## src/rtl/dual_clock_divider.sv

```systemverilog
module dual_clock_divider #(
  parameter int CNT_W   = 4,
  parameter int SEC_DIV = 16
) (
  input  logic       vco_clk,
  input  logic       mreset,
  input  logic [2:0] div_code,
  output logic       pri_out,
  output logic       pri_out_n,
  output logic       sec_out,
  output logic       sec_out_n
);
  localparam int SEC_W = $clog2(SEC_DIV);

  function automatic logic [CNT_W-1:0] last_of(input logic [2:0] c);
    case (c)
      3'b000:  return CNT_W'(1);
      3'b001:  return CNT_W'(3);
      3'b010:  return CNT_W'(7);
      3'b011:  return CNT_W'(15);
      3'b100:  return CNT_W'(0);
      3'b101:  return CNT_W'(1);
      3'b110:  return CNT_W'(3);
      default: return CNT_W'(7);
    endcase
  endfunction

  logic [2:0]       act_code;
  logic [CNT_W-1:0] cnt, cnt_nx, last, half;
  logic [CNT_W:0]   ratio;
  logic [SEC_W-1:0] pc, pc_inc;
  logic             wrap, div_q, byp_q, sec_q;

  assign last   = last_of(act_code);
  assign ratio  = {1'b0, last} + 1'b1;
  assign half   = ratio[CNT_W:1];
  assign wrap   = (cnt == last);
  assign cnt_nx = wrap ? '0 : cnt + 1'b1;
  assign pc_inc = pc + 1'b1;

  always_ff @(posedge vco_clk) begin
    if (mreset) begin
      act_code <= div_code;
      cnt      <= last_of(div_code);
      div_q    <= 1'b0;
      pc       <= '1;
      sec_q    <= 1'b0;
    end else begin
      cnt   <= cnt_nx;
      div_q <= !wrap && (cnt_nx >= half);
      if (wrap) begin
        act_code <= div_code;
        pc       <= pc_inc;
        sec_q    <= pc_inc[SEC_W-1];
      end
    end
  end

  always_ff @(negedge vco_clk)
    byp_q <= (act_code == 3'b100);

  assign pri_out   = ~mreset & (byp_q ? vco_clk : div_q);
  assign pri_out_n = ~pri_out;
  assign sec_out   = ~mreset & sec_q;
  assign sec_out_n = ~sec_out;


  half_point_chk: assert property (@(posedge vco_clk) disable iff (mreset)
    $rose(div_q) |-> (cnt == half));

  cnt_range_chk: assert property (@(posedge vco_clk) disable iff (mreset)
    cnt <= last);

  code_hold_chk: assert property (@(posedge vco_clk) disable iff (mreset)
    !wrap |=> $stable(act_code));

  sec_edge_chk: assert property (@(posedge vco_clk) disable iff (mreset)
    !$stable(sec_q) |-> $past(wrap));

  period_start_low_chk: assert property (@(posedge vco_clk) disable iff (mreset)
    wrap |=> !div_q);
endmodule

```

## config.mk

```make
export PLATFORM = sky130hd
export DESIGN_NAME = dual_clock_divider
export DESIGN_NICKNAME = d
export VERILOG_FILES = /design/src/rtl/dual_clock_divider.sv
export SDC_FILE = /design/constraint.sdc
export NUM_CORES = 1
export LEC_CHECK = 0
export ABC_AREA = 1
export BUFFER_PORTS_ARGS = -buffer_cell sky130_fd_sc_hd__buf_4
export CAP_MARGIN = 20
export CORE_UTILIZATION = 64
export CTS_BUF_LIST = sky130_fd_sc_hd__clkbuf_4
export DETAILED_ROUTE_END_ITERATION = 8
export PLACE_DENSITY_LB_ADDON = 0.08
export SLEW_MARGIN = 20
export SYNTH_ARGS = -nofsm -noshare
export SYNTH_HDL_FRONTEND = slang
export SYNTH_SLANG_ARGS = --single-unit
```

## constraint.sdc

```tcl
create_clock -name vco_clk -period 5.4 [get_ports vco_clk]
set_input_delay 0.81 -clock vco_clk [delete_from_list [all_inputs] [get_ports vco_clk]]
set_output_delay 0.81 -clock vco_clk [all_outputs]
set_load 0.01 [all_outputs]
```

Word level (Yosys, flattened, before mapping)
Index checks and enable logic that the tools add are counted.
{ "word_totals": {"wordCells": 42, "mem_bits_ro": 0, "memories": 0, "latch_bits": 0, "out_inout_bits": 4, "ramBits": 0, "register_bits": 14} }
{ "op_classes": {"n_addsub": 3, "reduce_logical": 9, "bitwise": 5, "eq_ne": 11, "div": 0, "n_lt_le_gt_ge": 1, "mux": 7, "multipliers": 0, "shift": 0} }
{ "op_table": {"columns": ["operator", "n"], "rows": [
  ["one-hot mux 4 bit (4 select lines)", 2],
  ["== test 3 bit, second input constant", 6],
  ["adder 4 x 1 -> 4 bit, second input constant", 2],
  ["two-way mux 4 bit", 2],
  ["OR reduction 2 bit", 4],
  ["== test 3 x 1 -> 1 bit, second input constant", 2],
  ["== test 3 x 2 -> 1 bit, second input constant", 2],
  ["logical NOT 3 bit", 2],
  ["two-way mux 3 bit", 2],
  ["adder 4 x 1 -> 5 bit, second input constant", 1],
  ["== test 4 bit", 1],
  [">= comparator 4 bit", 1],
  ["NOT 1 bit", 3],
  ["AND 1 bit", 2],
  ["nonzero test 2 bit", 1],
  ["logical AND 1 bit", 1],
  ["logical NOT 1 bit", 1],
  ["two-way mux 1 bit", 1]
]} }

Longest topological paths before layout
Gate-level depths: netlist (run 1).
{ "logic_depth": {"word_depth": 7, "mapped_depth": 15, "depth_no_buf": 14} }

==> impl_summary.md, run 1 <==
Status
The flow ran to the end, and the final reports show no timing, DRC or antenna violations.

Setup path
The largest single stage delay on the critical path is 0.34 ns. The startpoint identified for the worst register-to-register timing path is act_code[1]. Data on the critical path arrives at its endpoint at 4.54 ns. The kind of critical path is flip-flop to output port. Among all stages on the critical path, the largest delay is contributed by dfxtp_1.

Along the worst path, the maximum fanout reaches 2. The startpoint kind of the worst setup timing path is a flip-flop. The critical path startpoint is byp_q.

Following the worst setup path forward leads to its endpoint at pri_out_n. The required arrival time at the worst endpoint is 4.59 ns. The setup slack of the most critical reg-to-reg path is 1.90 ns. The cell that appears most often on the critical path is clkbuf_4. Traced cell by cell, the critical path runs through nor2_1 > nor3_1 > clkbuf_4 > clkbuf_4 > clkbuf_4 > inv_1 > buf_4. The capture point of the worst reg-to-reg path is byp_q. The worst register-to-register path has a depth of 3. STA classifies the critical path endpoint as an output port.

Run
Max-cap violations in this run came to 0.

Global route
The first global-routing pass estimated 3540 µm of wire. Entering global routing, the biggest net connects 13 pins. The initial antenna violation count was 0.

For this run, the total global-route usage over all layers was measured as 37.7%. The number of global-route vias before repair is 923. The remaining global-route overflow is 0.

Power and ir drop
The power per cell area is 416 mW/mm². The highest ir drop seen on vdd is 295 µV. In this run the static leakage power is 0.599 nW.

Cells and area
The count of nets after finishing is 157. The layout cell share with drive strength beyond 1 is 34.7%. The number of antenna repair diodes is 0.

After filler insertion, the fill cell instance count of the layout stands at 82. The growth of design area from synthesis to finish is 17.7%.

Clock network
The clock tree from TritonCTS is done. In this run, post-CTS hold repair placed 0 buffers. The clock-pin slew on the worst setup and hold paths is 0.10 ns.

The clock latency of the later-clocked register in the worst-skew pair is 0.48 ns. The number of gates given a new drive strength after cts is 0. In this run the post-CTS setup repair buffer count came out at 0.

Timing
Headroom to the max-slew limit came out at 67.0%. The slew at the pin closest to its max-slew limit is 0.495 ns. After layout, the worst setup slack is 0.0468 ns. The count of final max-slew check failures is 0. Setup violations remaining at the end of the flow were counted as 0.

The final setup skew is 0.0807 ns. The sum of negative setup slack is 0 ns. The hold violation total from the final report is 0. Setup repair after global routing left no endpoint under its margin.

Synthesis
The library cell with the highest instance count after synthesis is inv_1. By area the synthesized netlist is led by dfxtp_1, nand3_2, edfxtp_1. Synthesis inferred 14 register bits. During synthesis, Yosys emitted a total of 0 warnings. Counting every net in the synthesized netlist gives 135. The count of mapped cells out of synthesis is 123. The fraction of the yosys area taken by sequential cells is 32.1%. After synthesis the cells add up to 966 µm². The async set-reset flop share out of synthesis is 0%. The number of enable flip-flop cells after synthesis is 3.

The post-synthesis cell type with the largest combined area is dfxtp_1. The commonest cells after synthesis are inv_1, nand2_1, nand2_2, nand3_1, dfxtp_1. A synthesized cell averages 7.85 µm². The number of distinct standard cells referenced by the synthesized netlist is 23. Among all flip-flop cells after synthesis, the most frequent one is dfxtp_1.

The area share of the largest cell type after synthesis is 22.8%.

Floorplan
The initial core utilization is 71.5%. The floorplan step defined a die boundary enclosing 0.00167 mm². The number of core rows is 13. The core region is 0.00135 mm². During I/O placement, the number of pins put on the boundary was 9. Measured along the x axis, the die boundary spans 40.9 µm. The vertical extent of the die is 40.9 µm.

Placed design
The count of input and output buffers is 8. Timing analysis after detailed placement gives a worst setup slack of 1.12 ns. Once detailed placement completed, the half-perimeter wirelength came to 1530 µm. The congestion estimate from routability-driven global placement came to 0.742.

Detailed routing
The detail-routed via count per cell is 5.77. The count of nets left with antenna violations after detail routing is 0. After detailed routing, the number of remaining DRC violations is 0.

The detailed router placed 917 vias in this run. The sum of routed wire length over all layers is 2370 µm. The pre-antenna-repair detailed-routing pass consisted of 4 iterations. After the first detailed-routing iteration, the DRC count stood at 37. The detail-routed net length per standard cell is 14.9 µm.

Worst hold path
In this run the worst hold path is classified as flip-flop to flip-flop.
## stage by stage
step	utilization [%]	area (µm²)	std cells	hold WS, ns	total power, mW
2_1_floorplan	-	966	123	0.442	0.282
3_3_place_gp	76.2	1030	144	0.455	0.309
3_5_place_dp	76.2	1030	144	0.465	0.322
4_1_cts	84.2	1140	159	0.481	0.473
5_1_grt	84.2	1140	159	0.519	0.503
6_report	84.2	1140	159	0.484	0.473
## area by class of cell
type,instances,area [µm²],area share (%)
Clock buffer,16,120,10.6
Multi-Input combinational cell,86,561,49.3
Timing Repair Buffer,6,45.0,3.96
Inverter,19,71.3,6.27
Sequential cell,14,310,27.3
Tap cell,15,18.8,1.65
Clock inverter,3,11.3,0.990
## worst max-delay path: cells and delay by family (launching register included)
kind | cells | cell delay (ns)
DFF | 1 | 0.34
and+or+nand+nor | 2 | 0.41
buffers and inverters | 5 | 0.61
## kinds of logic after synthesis
logic type | Yosys count | synth area share (%)
simple gates | 69 | 41.6
buf+inv | 23 | 9.84
flops | 14 | 32.1
fa+ha+maj | 7 | 9.07
compound gates | 5 | 2.85
xor+xnor | 5 | 4.53
## metal layers
| metal | global-route usage, % | wire length, µm | up-vias |
|---|---|---|---|
| li1 | - | - | 435 |
| met1 | 32.1 | 915 | 427 |
| met2 | 53.9 | 1180 | 42 |
| met3 | 26.6 | 192 | 13 |
| met4 | 41.7 | 82 | 0 |
| met5 | 0 | 0 | - |
## worst min path at each step
stage / start / endpoint / slack (ns) / cells past startpoint
2_1_floorplan: sec_q / sec_q / 0.44 / 2
3_3_place_gp: sec_q / sec_q / 0.45 / 2
3_5_place_dp: sec_q / sec_q / 0.47 / 2
4_1_cts: sec_q / sec_q / 0.48 / 2
5_1_grt: sec_q / sec_q / 0.52 / 2
6_report: sec_q / sec_q / 0.48 / 2
## cells in the final DEF (no fill, tap or decap), drive strengths merged, types with 2 or more instances in the layout
cell type,count
a21oi,2
nand2,32
o21ai,2
nand3,22
ha,7
clkbuf,14
edfxtp,3
buf,8
nor2,13
inv,21
dfxtp,11
xor2,4
## registers in the layout, indices dropped and copies added (netlist names)
signal and count:
sec_q 1, byp_q 1, div_q 1, act_code 3
cnt 4, pc 4
## where the power goes
part / switching (mW) / internal (mW)
clock network: 0.0677 / 0.0930
registers: 0.0188 / 0.127
logic: 0.103 / 0.0636
total: 0.190 / 0.284
Power figures use the tool's default switching activity.
==> inputs of run 2 (changes only) <==
--- a/config.mk
+++ b/config.mk
@@ -11,7 +11,10 @@
 export CORE_UTILIZATION = 64
 export CTS_BUF_LIST = sky130_fd_sc_hd__clkbuf_4
 export DETAILED_ROUTE_END_ITERATION = 8
+export MAX_ROUTING_LAYER = met4
 export PLACE_DENSITY_LB_ADDON = 0.08
+export SETUP_SLACK_MARGIN = 0.5
+export SKIP_CTS_REPAIR_TIMING = 1
 export SLEW_MARGIN = 20
 export SYNTH_ARGS = -nofsm -noshare
 export SYNTH_HDL_FRONTEND = slang
==> impl_summary.md, run 2 (synthesis gave the netlist of run 1 again) <==
Status
Result of the run: complete, no violations (unchanged).

Global route
The global router's overall resource usage is 40.3% (was 37.7%). The number of global-route vias before repair is 930 (was 923). The pin count of the biggest net entering global routing is 13 (unchanged).

The remaining global-route overflow was 0 (unchanged). The global-route wire length before repair is 3700 µm (was 3540 µm). The routing usage on met3 was 27.2% (was 26.6%). The met1 global-route usage is 36.8% (was 32.1%). The initial antenna violation count was 0 (unchanged). The layer with the highest usage is met2 (unchanged). The met2 demand-to-capacity share in global routing is 52.7% (was 53.9%).

Timing
The count of final max-slew check failures came to 0 (unchanged). The slew at the pin closest to its max-slew limit is 0.516 ns (was 0.495 ns). The final number of setup-violating endpoints is 0 (unchanged). The hold violation total from the final report is 0 (unchanged). The final setup skew is 0.0790 ns (was 0.0807 ns). The final worst-path setup slack is 0.358 ns (was 0.0468 ns).

The sum of negative setup slack was 0 ns (unchanged). The tightest slew margin relative to the limit is 65.5% (was 67.0%). Setup repair after global routing missed its margin: true (was false).

Floorplan
The number of ports placed on the die boundary is 9 (unchanged). The area of the core came to 0.00135 mm² (unchanged). The overall die area is 0.00167 mm² (unchanged). The number of core rows is 13 (unchanged). The vertical extent of the die is 40.9 µm (unchanged).

The die boundary width was 40.9 µm (unchanged). The initial core utilization came to 71.5% (unchanged).

Setup path
The startpoint kind of the worst setup timing path is a flip-flop (unchanged). The kind of critical path is flip-flop to output port (unchanged). The depth of the most critical reg-to-reg path is 3 (unchanged). The critical path's most frequent cell was buf_6 (was clkbuf_4). The delay contributed by the slowest stage of the critical path is 0.36 ns (was 0.34 ns).

The buffer and inverter count on the worst path is 5 (unchanged). The critical path depth in cells came to 7 (unchanged). Critical path, cell by cell: nor2_4 > nor3_4 > buf_4 > buf_6 > buf_6 > inv_2 > buf_6 (was nor2_1 > nor3_1 > clkbuf_4 > clkbuf_4 > clkbuf_4 > inv_1 > buf_4).

The required arrival time at the worst endpoint is 4.59 ns (about the same). The endpoint arrival time on the critical path is 4.23 ns (was 4.54 ns). The maximum fanout along the worst path is 2 (unchanged). The category of cells accounting for the largest share of critical-path delay is buffers and inverters (unchanged). The standard cell with the maximum stage delay on the critical path is dfxtp_4 (was dfxtp_1). The category of the worst setup path capture point is an output port (unchanged).

Run
The number of maximum-capacitance constraint violations is 0 (unchanged).

Placed design
The routability-driven placement congestion ratio came to 0.752 (was 0.742). The count of input and output buffers is 8 (unchanged). The worst setup timing slack at the placement stage is 1.12 ns (unchanged). The estimated wirelength of the detail-placed design is 1530 µm (unchanged).

Detailed routing
The sum of routed wire length over all layers was 2830 µm (was 2370 µm). The DRC violation count after routing is 0 (unchanged). The number of optimization iterations in the first detailed-route pass is 5 (was 4). The number of DRC markers in iteration 0 was 69 (was 37). The vias after detailed routing came to 952 (was 917).

The detail-routed via count per cell is 5.95 (was 5.77). The detail-routed net length per standard cell is 17.7 µm (was 14.9 µm). The count of nets left with antenna violations after detail routing was 0 (unchanged).

Clock network
The clock tree from TritonCTS is done (unchanged). The clock-pin slew on the worst setup and hold paths is 0.10 ns (about the same). The clock latency of the later-clocked register in the worst-skew pair is 0.48 ns (about the same).

Cells and area
The final design utilization is 88.7% (was 84.2%). The count of nets after finishing came to 158 (was 157). Biggest registers after layout: cnt: 4 flops, pc: 4 flops, act_code: 3 flops (unchanged). The growth of design area from synthesis to finish is 24.0% (was 17.7%). The number of antenna repair diodes was 0 (unchanged). The layout cell share with drive strength beyond 1 was 39.3% (was 34.7%).

The most common cell after layout, fill and taps aside is nand2_1 (was inv_1). Commonest non-fill, non-tap cells in the layout: nand2_1, inv_1, nand2_2, nand3_1, dfxtp_1 (was inv_1, nand2_1, clkbuf_4, nand2_2, nand3_1).

Power and ir drop
The final total power was 0.516 mW (was 0.473 mW). The highest ir drop seen on vdd was 287 µV (was 295 µV). The leakage power was 0.619 nW (was 0.599 nW). The power per cell area came to 431 mW/mm² (was 416 mW/mm²).

Worst hold path
The type of the most critical hold path is flip-flop to flip-flop (unchanged). The cell depth of the worst min-delay path is 2 (unchanged).
[run 2: cell count changes in the layout (fill, tap and decap cells not counted), sizes merged]
cell and change:
clkbuf -5, buf +6
[run 2: cell type report]
cell class,instances,area [µm²]
Fill cell,67,153
Clock inverter,3,11.3
Timing Repair Buffer,6,45.0
Inverter,19,71.3
Clock buffer,17,150
Tap cell,15,18.8
Multi-Input combinational cell,86,587
Sequential cell,14,314
[run 2: power breakdown]
group	total, mW	switching, mW	internal (mW)
Sequential	0.149	0.0218	0.127
Clock	0.190	0.0822	0.107
Combinational	0.177	0.112	0.0652
Total	0.516	0.216	0.300
[run 2: stage by stage]
stage | instances | instance area (µm²) | hold slack (ns)
2_1_floorplan | 123 | 966 | 0.442
3_3_place_gp | 144 | 1030 | 0.455
3_5_place_dp | 144 | 1030 | 0.465
4_1_cts | 159 | 1140 | 0.481
5_1_grt | 160 | 1200 | 0.531
6_report | 160 | 1200 | 0.509
[run 2: worst paths after layout]
path,start,end,slack [ns]
hold / removal,pc[3],pc[3],0.51
setup / recovery,byp_q,pri_out_n,0.36
hold reg to reg,pc[3],pc[3],0.51
setup reg to reg,act_code[1],byp_q,1.86
[run 2: worst register-to-register path: stages (launching register included)]
cell and delay [ns]:
edfxtp_1 0.50, nor2_2 0.20, nand2_2 0.09, inv_1 0.07
[run 2: routing by layer]
metal	vias to the layer above	share of wire (%)	routed length, µm
li1	432	-	-
met1	425	37	1050
met2	69	47	1320
met3	26	10	293
met4	0	5.7	161
met5	-	0	0
